`config.mk`:
```
export PLATFORM = sky130hd
export DESIGN_NAME = doorbell_hub
export DESIGN_NICKNAME = d
export VERILOG_FILES = /design/src/rtl/doorbell_pkg.sv /design/src/rtl/db_trig_decode.sv /design/src/rtl/db_cpu_bank.sv /design/src/rtl/doorbell_hub.sv
export SDC_FILE = /design/constraint.sdc
export NUM_CORES = 1
export LEC_CHECK = 0
export ABC_CLOCK_PERIOD_IN_PS = 2600
export BUFFER_PORTS_ARGS = -buffer_cell sky130_fd_sc_hd__buf_2
export CELL_PAD_IN_SITES_DETAIL_PLACEMENT = 0
export CELL_PAD_IN_SITES_GLOBAL_PLACEMENT = 1
export CORE_MARGIN = 2
export CORE_UTILIZATION = 45
export CTS_BUF_LIST = sky130_fd_sc_hd__clkbuf_16
export CTS_CLUSTER_SIZE = 10
export DETAILED_ROUTE_END_ITERATION = 16
export GPL_TIMING_DRIVEN = 0
export MAX_ROUTING_LAYER = met4
export PLACE_DENSITY_LB_ADDON = 0.25
export SYNTH_ARGS = -nofsm -noshare
export SYNTH_HDL_FRONTEND = slang
export SYNTH_SLANG_ARGS = --single-unit
```
`constraint.sdc`:
```
create_clock -name clk -period 2.6 [get_ports clk]
set_input_delay 0.13 -clock clk [delete_from_list [all_inputs] [get_ports clk]]
set_output_delay 0.13 -clock clk [all_outputs]
set_load 0.02 [all_outputs]
```
`src/rtl/doorbell_pkg.sv`:
```
package doorbell_pkg;

    localparam int DB_W      = 32;
    localparam int DB_AW     = 4;
    localparam int DB_NUM_W  = 5;
    localparam int DB_MAX_CPU = 4;
    localparam int DB_MAP_LSB = 8;
    localparam int DB_IPI_LO = 0;
    localparam int DB_IPI_N  = 8;
    localparam int DB_MSI_LO = 16;
    localparam int DB_MSI_N  = 16;

    localparam logic [DB_AW-1:0] DB_A_TRIG  = 4'h4;
    localparam logic [DB_AW-1:0] DB_A_CAUSE = 4'h8;
    localparam logic [DB_AW-1:0] DB_A_MASK  = 4'hC;

    typedef struct packed {
        logic [DB_MAX_CPU-1:0] map;
        logic [DB_NUM_W-1:0]   num;
    } trig_word_t;

    function automatic trig_word_t db_unpack(input logic [DB_W-1:0] d);
        trig_word_t t;
        t.map = d[DB_MAP_LSB +: DB_MAX_CPU];
        t.num = d[DB_NUM_W-1:0];
        return t;
    endfunction

    function automatic logic db_num_ok(input logic [DB_NUM_W-1:0] n);
        int v;
        v = int'(n);
        return ((v >= DB_IPI_LO) && (v < DB_IPI_LO + DB_IPI_N)) ||
               ((v >= DB_MSI_LO) && (v < DB_MSI_LO + DB_MSI_N));
    endfunction

    function automatic logic [DB_W-1:0] db_field(input int lo, input int n);
        logic [DB_W-1:0] m;
        m = '0;
        for (int i = 0; i < DB_W; i++)
            if (i >= lo && i < lo + n) m[i] = 1'b1;
        return m;
    endfunction

endpackage

```
`src/rtl/db_trig_decode.sv`:
```
module db_trig_decode
    import doorbell_pkg::*;
#(
    parameter int NCPU  = DB_MAX_CPU,
    parameter int DW    = DB_W,
    parameter int AW    = DB_AW
) (
    input  logic                     clk,
    input  logic                     rst,
    input  logic                     trig_we,
    input  logic [AW-1:0]            trig_addr,
    input  logic [DW-1:0]            trig_wdata,
    output logic [NCPU-1:0][DW-1:0]  set_vec
);

    trig_word_t word;
    logic       fire;
    logic [DW-1:0] one_hot;

    always_comb begin
        word    = db_unpack(trig_wdata);
        fire    = trig_we && (trig_addr == DB_A_TRIG) && db_num_ok(word.num);
        one_hot = DW'(1) << word.num;
    end

    for (genvar k = 0; k < NCPU; k++) begin : g_cpu
        always_comb set_vec[k] = (fire && word.map[k]) ? one_hot : '0;
    end

    // reserved numbers and foreign addresses produce no set request
    assert_reserved_num_ignored_R4: assert property (@(posedge clk) disable iff (rst)
        (trig_we && (trig_wdata[DB_NUM_W-1:0] >= 5'd8) && (trig_wdata[DB_NUM_W-1:0] <= 5'd15))
        |-> (set_vec == '0));
    assert_foreign_addr_ignored_R4: assert property (@(posedge clk) disable iff (rst)
        (trig_addr != DB_A_TRIG) |-> (set_vec == '0));

endmodule

```
`src/rtl/db_cpu_bank.sv`:
```
module db_cpu_bank
    import doorbell_pkg::*;
#(
    parameter int DW     = DB_W,
    parameter int AW     = DB_AW,
    parameter int IPI_LO = DB_IPI_LO,
    parameter int IPI_N  = DB_IPI_N,
    parameter int MSI_LO = DB_MSI_LO,
    parameter int MSI_N  = DB_MSI_N
) (
    input  logic           clk,
    input  logic           rst,
    input  logic [DW-1:0]  set_vec,
    input  logic           wr_en,
    input  logic [AW-1:0]  wr_addr,
    input  logic [DW-1:0]  wr_data,
    output logic [DW-1:0]  cause_q,
    output logic [DW-1:0]  mask_q,
    output logic           ipi_irq,
    output logic           msi_irq
);

    localparam logic [DW-1:0] IPI_F = DW'(db_field(IPI_LO, IPI_N));
    localparam logic [DW-1:0] MSI_F = DW'(db_field(MSI_LO, MSI_N));
    localparam logic [DW-1:0] VALID = IPI_F | MSI_F;

    logic          cause_wr;
    logic          mask_wr;
    logic [DW-1:0] keep;
    logic [DW-1:0] cause_d;
    logic [DW-1:0] mask_d;
    logic [DW-1:0] pending;

    always_comb begin
        cause_wr = wr_en && (wr_addr == DB_A_CAUSE);
        mask_wr  = wr_en && (wr_addr == DB_A_MASK);
        keep     = cause_wr ? wr_data : '1;
        // set is merged after the clear, so a same-cycle set survives
        cause_d  = ((cause_q & keep) | set_vec) & VALID;
        mask_d   = mask_wr ? (wr_data & VALID) : mask_q;
    end

    always_ff @(posedge clk) begin
        if (rst) begin
            cause_q <= '0;
            mask_q  <= '0;
        end else begin
            cause_q <= cause_d;
            mask_q  <= mask_d;
        end
    end

    always_comb begin
        pending = cause_q & mask_q;
        ipi_irq = |pending[IPI_LO +: IPI_N];
        msi_irq = |pending[MSI_LO +: MSI_N];
    end

    // a requested set is visible on the next cycle, whatever the clear did
    assert_set_wins_R9: assert property (@(posedge clk) disable iff (rst)
        (set_vec != '0) |=> ((cause_q & $past(set_vec)) == $past(set_vec)));
    // an acknowledge with no competing set leaves exactly the kept bits
    assert_ack_clears_R5: assert property (@(posedge clk) disable iff (rst)
        (wr_en && (wr_addr == DB_A_CAUSE) && (set_vec == '0))
        |=> (cause_q == ($past(cause_q) & $past(wr_data))));
    // without an acknowledge to this CPU no pending bit is lost
    assert_no_foreign_clear_R11: assert property (@(posedge clk) disable iff (rst)
        !(wr_en && (wr_addr == DB_A_CAUSE))
        |=> ((cause_q & $past(cause_q)) == $past(cause_q)));
    // enable write stores only the implemented fields
    assert_mask_store_R6: assert property (@(posedge clk) disable iff (rst)
        (wr_en && (wr_addr == DB_A_MASK)) |=> (mask_q == ($past(wr_data) & VALID)));
    // a summary can only be high when its enable field is non-zero
    assert_ipi_needs_enable_R7: assert property (@(posedge clk) disable iff (rst)
        ipi_irq |-> ((mask_q & IPI_F) != '0));
    assert_msi_needs_enable_R8: assert property (@(posedge clk) disable iff (rst)
        msi_irq |-> ((mask_q & MSI_F) != '0));

endmodule

```
`src/rtl/doorbell_hub.sv`:
```
module doorbell_hub
    import doorbell_pkg::*;
#(
    parameter int NCPU = DB_MAX_CPU,
    parameter int DW   = DB_W,
    parameter int AW   = DB_AW
) (
    input  logic                 clk,
    input  logic                 rst,
    input  logic                 trig_we,
    input  logic [AW-1:0]        trig_addr,
    input  logic [DW-1:0]        trig_wdata,
    input  logic                 cpu_we,
    input  logic [((NCPU > 1) ? $clog2(NCPU) : 1)-1:0] cpu_sel,
    input  logic [AW-1:0]        cpu_addr,
    input  logic [DW-1:0]        cpu_wdata,
    input  logic [((NCPU > 1) ? $clog2(NCPU) : 1)-1:0] rd_sel,
    input  logic [AW-1:0]        rd_addr,
    output logic [DW-1:0]        rd_data,
    output logic [NCPU-1:0]      ipi_irq,
    output logic [NCPU-1:0]      msi_irq
);

    localparam int CPU_W = (NCPU > 1) ? $clog2(NCPU) : 1;

    logic [NCPU-1:0][DW-1:0] set_vec;
    logic [NCPU-1:0][DW-1:0] cause_q;
    logic [NCPU-1:0][DW-1:0] mask_q;

    db_trig_decode #(.NCPU(NCPU), .DW(DW), .AW(AW)) u_decode (
        .clk        (clk),
        .rst        (rst),
        .trig_we    (trig_we),
        .trig_addr  (trig_addr),
        .trig_wdata (trig_wdata),
        .set_vec    (set_vec)
    );

    for (genvar k = 0; k < NCPU; k++) begin : g_bank
        logic sel_me;
        always_comb sel_me = cpu_we && (cpu_sel == CPU_W'(k));

        db_cpu_bank #(.DW(DW), .AW(AW)) u_bank (
            .clk     (clk),
            .rst     (rst),
            .set_vec (set_vec[k]),
            .wr_en   (sel_me),
            .wr_addr (cpu_addr),
            .wr_data (cpu_wdata),
            .cause_q (cause_q[k]),
            .mask_q  (mask_q[k]),
            .ipi_irq (ipi_irq[k]),
            .msi_irq (msi_irq[k])
        );
    end

    always_comb begin
        rd_data = '0;
        if (int'(rd_sel) < NCPU) begin
            if (rd_addr == DB_A_CAUSE)     rd_data = cause_q[rd_sel];
            else if (rd_addr == DB_A_MASK) rd_data = mask_q[rd_sel];
        end
    end

    // the cycle after reset releases, every summary output is low
    assert_clean_after_reset_R1: assert property (@(posedge clk)
        $fell(rst) |-> ((ipi_irq == '0) && (msi_irq == '0)));
    // unmapped read addresses return zero
    assert_unmapped_read_R10: assert property (@(posedge clk) disable iff (rst)
        ((rd_addr != DB_A_CAUSE) && (rd_addr != DB_A_MASK)) |-> (rd_data == '0));

endmodule

```
==> summary.txt, run 1 <==
Status
  – Status: finished with violations
  – Failing checks: negative setup slack

Floorplan
  – IO Pins: 124
  – Die Y-Extent: 146 um
  – Initial Utilization: 0.454
  – Core Footprint: 0.0200 sq mm
  – Die Wd: 146 um
  – Die ar.: 0.0214 sq mm
  – FP Rows: 52

Setup path
  – Crit path top cell by count: buf_2
  – CP bufs+invs: 3
  – Critical Path Fanout Max: 10
  – Kind of critical path: input pin to output port
  – CP required: 2.47 ns
  – Slowest Stage Delay on Critical Path: 1.11 ns
  – CP Data Arrival Time: 2.48 ns
  – Critical Path, Cell by Cell: buf_2 -> nor4b_1 -> clkbuf_1 -> a22o_1 -> buf_2
  – Crit start category: input pin
  – Critical path's top delay family: simple AND/OR/NAND/NOR gates
  – Endpoint type of the worst setup path: output port
  – Slowest-stage cell, CP: nor4b_1
  – Worst R2R Setup Slack: 1.78 ns

Clocking
  – CTS tree: built
  – Worst-Skew Late Latency: 0.44 ns
  – Worst-path clk slew: 0.08 ns
  – CTS Buffer Depth: 2
  – CTS Sinks: 192
  – Hold buffer count at cts: 0
  – Clock root buffer: clkbuf_16
  – Post-CTS Setup Bufs: 0
  – Post-CTS Resized: 0
  – Total CTS buffers: 17
  – Htree depth: 4

STA
  – Crit share post-route: 1.00
  – Min cycle time layout: 2.61 ns
  – Endpoints failing setup: 1
  – Max frequency: 383 MHz
  – RSZ-0062 raised after global routing: no
  – Setup ws final: -0.00818 ns
  – Final hold violation count: 0
  – Worst Max-Slew Pin Slew: 1.34 ns
  – Skew final: 0 ns
  – Pins Over Slew Limit: 0
  – Final hold slack: 0.0125 ns
  – Slew HR: 0.0932

Drt
  – Drt total wl: 35000 um
  – DR iter-0 viols: 665
  – First drt pass iteration count: 6
  – Remaining antenna violation count after routing: 0
  – Routed length per instance: 27.5 um
  – Drc violations: 0
  – Via count: 8360
  – Via density per instance: 6.58

Cells and area
  – Multi-input gate area in the final layout: 0.00483 sq mm
  – Reg area: 0.00384 sq mm
  – Area grow syn2layout: 15.1%
  – Share of cells above drive strength 1: 0.197
  – Fin util: 0.523
  – N_diodes: 0
  – Fill count: 1928
  – Fin nets: 1071

Synthesis
  – YS warnings: 0
  – Post-synth EDFFs: 0
  – Synth top area cells: dfxtp_1 42%, mux4_2 12%, mux2i_1 11%, o311ai_0 6.3%, nand2_1 5.9%
  – Post-synthesis async set-or-reset flop share: 0
  – Most common cell in the netlist: dfxtp_1
  – Register area share after synthesis: 0.423
  – Top-area cell type share of the netlist area: 0.423
  – Synth top cells by count: 192 x dfxtp_1, 144 x nand2_1, 96 x mux2i_1
  – Post-synth cell types: 32
  – Post-Synthesis Cells: 878
  – Avg Cell Area, Syn: 10.4 sq um
  – Synthesized flop and latch total: 192
  – Synth Flop Type: dfxtp_1
  – Mapped cell area: 0.00910 sq mm
  – Synth area leader: dfxtp_1

Global routing
  – Vias in the first global route: 7980
  – Tot GR Track Use: 0.336
  – First-pass GRT wire length: 51700 um
  – Total grt overflow: 0
  – Antenna violations before repair: 0
  – Largest net degree at the start of global routing: 19

Pwr
  – Clock power share: 0.449
  – Power density over cell area: 581 mW/mm^2
  – Cell-internal power: 4.50 mW
  – Gate power share: 0.066
  – Leak Pwr: 4.04 nW
  – Sw Share: 0.260
  – P_sw: 1.58 mW
  – Worst VDD drop: 410 uV
  – Seq pwr share: 0.485

Placement
  – Pre-CTS setup slack: 0.199 ns
  – GP Congestion: 0.947
  – I/O Buffers: 83
  – Detailed Place HPWL: 26800 um

Job
  – Max Cap Viol: 0

Min path
  – Worst min path class: input pin to register
## path summary, 6_finish.rpt
| path | from | to | cells past startpoint |
|---|---|---|---|
| setup / recovery | rd_addr[2] | rd_data[19] | 5 |
| hold reg to reg | g_bank[2].u_bank.mask_q[16]$_SDFFE_PP0P_ | g_bank[2].u_bank.mask_q[16]$_SDFFE_PP0P_ | 2 |
| hold / removal | cpu_wdata[7] | g_bank[0].u_bank.cause_q[7]$_SDFF_PP0_ | 3 |
| setup reg to reg | g_bank[0].u_bank.cause_q[31]$_SDFF_PP0_ | g_bank[0].u_bank.cause_q[31]$_SDFF_PP0_ | 2 |
## logic make-up after synthesis
group | share of synthesized area
AO/OA/AOI/OAI | 0.212
flip-flops | 0.423
AND/OR/NAND/NOR | 0.0908
multiplexers | 0.224
buffers and inverters | 0.0494
other | 0.000412
## per-stage QoR
stage	TNS (ns)	std cells	power (mW)	cell area (sq um)
after floorplan	0	885	3.22	9120
after global placement	0	1238	3.41	9880
after detailed placement	0	1238	3.41	9880
after CTS	0	1270	6.07	10500
after global routing	0	1270	6.23	10500
final	-0.00818	1270	6.08	10500
## power groups by stage
stage	Sequential, mW	Combinational, mW	Clock, mW
4_1_cts	2.95	0.390	2.73
5_1_grt	2.95	0.420	2.86
3_3_place_gp	3.02	0.387	0
6_report	2.95	0.399	2.73
2_1_floorplan	3.02	0.208	0
3_5_place_dp	3.02	0.389	0
## area by class of cell
cell class                      count  share of cell area
Tap cell                          270              0.0323
Timing Repair Buffer               83              0.0397
Multi-Input combinational cell    599               0.461
Sequential cell                   192               0.367
Clock inverter                     15              0.0163
Inverter                            1            0.000358
Clock buffer                       17              0.0406
Buffer                             93              0.0425
## routing by layer
metal | vias up | global-route usage | routed length (um)
met2 | 434 | 0.538 | 16900
met1 | 4189 | 0.420 | 13900
met4 | 0 | 0.148 | 1670
met5 | - | - | 0
li1 | 3650 | - | -
met3 | 87 | 0.0556 | 2480
## flip-flops by register name (all words and copies together) (netlist names)
register               cells
g_bank.u_bank.cause_q     96
g_bank.u_bank.mask_q      96
## worst reg2reg max path: stages, from the launching register on
cell	delay, ns
dfxtp_1	0.47
o311ai_0	0.17
o21ai_0	0.11
## layout by cell type (no fill, tap or decap), drive strengths merged
cell,Yosys,routed
dfxtp,192,192
nand2,144,144
buf,48,131
mux2i,96,96
o311ai,96,96
o21ai,96,96
clkbuf,45,62
mux4,48,48
a22o,40,40
a22oi,16,16
a221oi,16,16
nand4,12,12
conb,1,8
inv,0,8
nor3b,6,6
and3b,5,5
clkinvlp,0,4
and3,3,3
nand3,3,3
nor3,2,2
bufinv,0,2
nor4b,2,2
clkinv,1,2
nor4bb,1,1
nand2b,1,1
or3b,1,1
or4b,1,1
nand3b,1,1
nand4bb,1,1
No activity file was read; power rests on OpenSTA's default activity.
==> inputs of run 2 (changes only) <==
--- a/config.mk
+++ b/config.mk
@@ -11,3 +11,3 @@
 export CELL_PAD_IN_SITES_GLOBAL_PLACEMENT = 1
-export CORE_MARGIN = 2
+export CORE_MARGIN = 1
 export CORE_UTILIZATION = 45
@@ -17,3 +17,2 @@
 export GPL_TIMING_DRIVEN = 0
-export MAX_ROUTING_LAYER = met4
 export PLACE_DENSITY_LB_ADDON = 0.25
==> constraint.sdc (replaced) <==
create_clock -name clk -period 2.6 [get_ports clk]
set_input_delay 0.39 -clock clk [delete_from_list [all_inputs] [get_ports clk]]
set_output_delay 0.39 -clock clk [all_outputs]
set_load 0.02 [all_outputs]
==> run 2 against run 1 <==
The flow now finishes without violations. Sequential power about the same. Total power decreased by 1.1%. Via count increased by 3.8%. Register-to-register slack improved by 0.03 ns. Die area decreased by 2.7%. Wire length increased by 2.7%. Combinational power increased by 5%. Largest power group unchanged.
==> summary.txt, run 2 (synthesis results as in run 1) <==
Setup path
  – Kind of critical path: input pin to output port
  – CP required: 2.21 ns (-0.26 ns)
  – Worst R2R Setup Slack: 1.81 ns (+0.03 ns)
  – Critical Path, Cell by Cell: buf_2 -> buf_2 -> buf_1 -> mux4_2 -> a22o_1 -> buf_2
  – Critical path's top delay family: buffers and inverters
  – CP bufs+invs: 4 (+1)
  – Slowest Stage Delay on Critical Path: 0.51 ns (-0.60 ns)
  – Slowest-stage cell, CP: buf_1
  – Critical Path Fanout Max: 10 (unchanged)
  – R2r startpoint: g_bank[3].u_bank.cause_q[20]$_SDFF_PP0_
  – Crit start category: input pin
  – CP Launch Point: rd_sel[1]
  – R2R cell count: 2 (unchanged)
  – Critical Path Sink: rd_data[25]
  – Endpoint type of the worst setup path: output port
  – Reg-to-Reg End: g_bank[3].u_bank.cause_q[20]$_SDFF_PP0_
  – Stages on worst setup path: 6 (+1)
  – Crit path top cell by count: buf_2
  – CP Data Arrival Time: 2.10 ns (-0.38 ns)

STA
  – Min cycle time layout: 2.49 ns (-0.114 ns)
  – Max frequency: 401 MHz (+4.6%)
  – Worst Max-Slew Pin Slew: 1.32 ns (-0.0251 ns)
  – Endpoints failing setup: 0 (-1)
  – Crit share post-route: 0.959 (-0.0440)
  – Final hold violation count: 0 (unchanged)
  – Final hold slack: 0.277 ns (+0.264 ns)
  – Skew final: 0 ns (unchanged)
  – RSZ-0062 raised after global routing: no
  – Slew HR: 0.121 (+0.0274)
  – Pins Over Slew Limit: 0 (unchanged)

Cells and area
  – N_diodes: 0 (unchanged)
  – Fin nets: 1071 (unchanged)
  – Largest regs: g_bank.u_bank.cause_q x96, g_bank.u_bank.mask_q x96
  – Final instance area: 0.0104 sq mm (-0.24%)
  – Area grow syn2layout: 14.8%
  – Share of cells above drive strength 1: 0.199 (+0.00220)
  – Most common cell after layout, fill and taps aside: dfxtp_1
  – Fin util: 0.532 (+0.00897)
  – Most frequent cells in the layout: 192 x dfxtp_1, 144 x nand2_1, 99 x buf_2

Global routing
  – Tot GR Track Use: 0.360 (+0.0244)
  – Largest net degree at the start of global routing: 17 (-2)
  – Total grt overflow: 0 (unchanged)
  – Antenna violations before repair: 0 (unchanged)
  – First-pass GRT wire length: 53400 um (+3.3%)
  – Vias in the first global route: 8182 (+2.5%)

Job
  – Max Cap Viol: 0 (unchanged)

Floorplan
  – IO Pins: 124 (unchanged)
  – Die ar.: 0.0208 sq mm (-2.7%)
  – Die Y-Extent: 144 um (-1.4%)
  – FP Rows: 51 (-1.9%)
  – Initial Utilization: 0.463 (+0.00890)
  – Die Wd: 144 um (-1.4%)
  – Core Footprint: 0.0197 sq mm (-1.9%)

Placement
  – GP Congestion: 1.01 (+6.7%)
  – Placed cell areas: 0.00987 sq mm (about the same)
  – Detailed Place HPWL: 26300 um (-1.9%)
  – I/O Buffers: 83 (unchanged)

Drt
  – DR iter-0 viols: 1081 (+63%)
  – Drc violations: 0 (unchanged)
  – Routed length per instance: 28.4 um (+3.2%)
  – First drt pass iteration count: 6 (unchanged)
  – Via density per instance: 6.87 (+4.3%)
  – Drt total wl: 35900 um (+2.7%)
  – Via count: 8678 (+3.8%)
  – Remaining antenna violation count after routing: 0 (unchanged)

Clocking
  – Worst-path clk slew: 0.07 ns (about the same)
  – CTS Buffer Depth: 2 (unchanged)
  – Clock root buffer: clkbuf_16
  – Htree depth: 4 (unchanged)
  – Worst-Skew Late Latency: 0.44 ns (about the same)
  – CTS tree: built
  – Post-CTS Setup Bufs: 0 (unchanged)
  – CTS Sinks: 192 (unchanged)
  – Total CTS buffers: 17 (unchanged)

Min path
  – Worst min path class: input pin to register

Pwr
  – Worst VDD drop: 400 uV (-2.4%)
  – Power density over cell area: 576 mW/mm^2 (-0.91%)
  – Leak Pwr: 4.05 nW (+0.37%)

Status
  – Status: complete, no violations
run 2: area by class of cell:
| cell class | count | area (sq um) |
|---|---|---|
| Inverter | 1 | 3.75 |
| Multi-Input combinational cell | 599 | 4840 |
| Sequential cell | 192 | 3840 |
| Clock buffer | 17 | 425 |
| Clock inverter | 14 | 140 |
| Fill cell | 1860 | 9210 |
| Timing Repair Buffer | 83 | 415 |
| Buffer | 93 | 450 |
| Tap cell | 265 | 332 |
run 2: timing repair:
action | 4_1_cts | 5_1_grt
hold buffers | 0 | 0
resized for setup | 4 | 2
setup endpoints to repair | 20 | 10
pin swaps | 0 | 0
run 2: worst reg2reg max path, cell delays in order, from the launching register on:
cell and delay (ns):
dfxtp_1 0.44, o311ai_0 0.17, o21ai_0 0.11
run 2: worst min-delay path by stage:
stage	from	to	slack (ns)	depth (start not counted)
after floorplan	g_bank[3].u_bank.mask_q[0]$_SDFFE_PP0P_	g_bank[3].u_bank.mask_q[0]$_SDFFE_PP0P_	0.44	2
after global placement	g_bank[3].u_bank.mask_q[3]$_SDFFE_PP0P_	g_bank[3].u_bank.mask_q[3]$_SDFFE_PP0P_	0.46	2
after detailed placement	g_bank[3].u_bank.mask_q[16]$_SDFFE_PP0P_	g_bank[3].u_bank.mask_q[16]$_SDFFE_PP0P_	0.47	2
after CTS	cpu_wdata[7]	g_bank[0].u_bank.cause_q[7]$_SDFF_PP0_	0.27	3
after global routing	cpu_wdata[7]	g_bank[0].u_bank.cause_q[7]$_SDFF_PP0_	0.28	3
final	cpu_wdata[7]	g_bank[0].u_bank.cause_q[7]$_SDFF_PP0_	0.28	3
run 2: per-stage QoR:
stage	power [mW]	setup slack [ns]	setup TNS, ns	instances
finish	6.01	0.106	0	1264
global placement	3.42	-0.345	-3.77	1233
CTS	5.99	0.0721	0	1264
global route	6.16	0.0452	0	1264
floorplan	3.22	0.546	0	885
detailed placement	3.42	-0.396	-4.99	1233
run 2: routing by layer:
metal / vias to the layer above / GRT usage / routed length (um)
li1: 3651 / - / -
met1: 4254 / 0.467 / 14000
met2: 626 / 0.566 / 16400
met3: 147 / 0.0725 / 3360
met4: 0 / 0.192 / 2150
met5: - / 0 / 0
run 2: power by group:
group / internal (mW) / total [mW] / switching (mW)
Combinational: 0.111 / 0.418 / 0.306
Clock: 1.41 / 2.64 / 1.23
Sequential: 2.94 / 2.95 / 0.00762
Total: 4.47 / 6.01 / 1.54
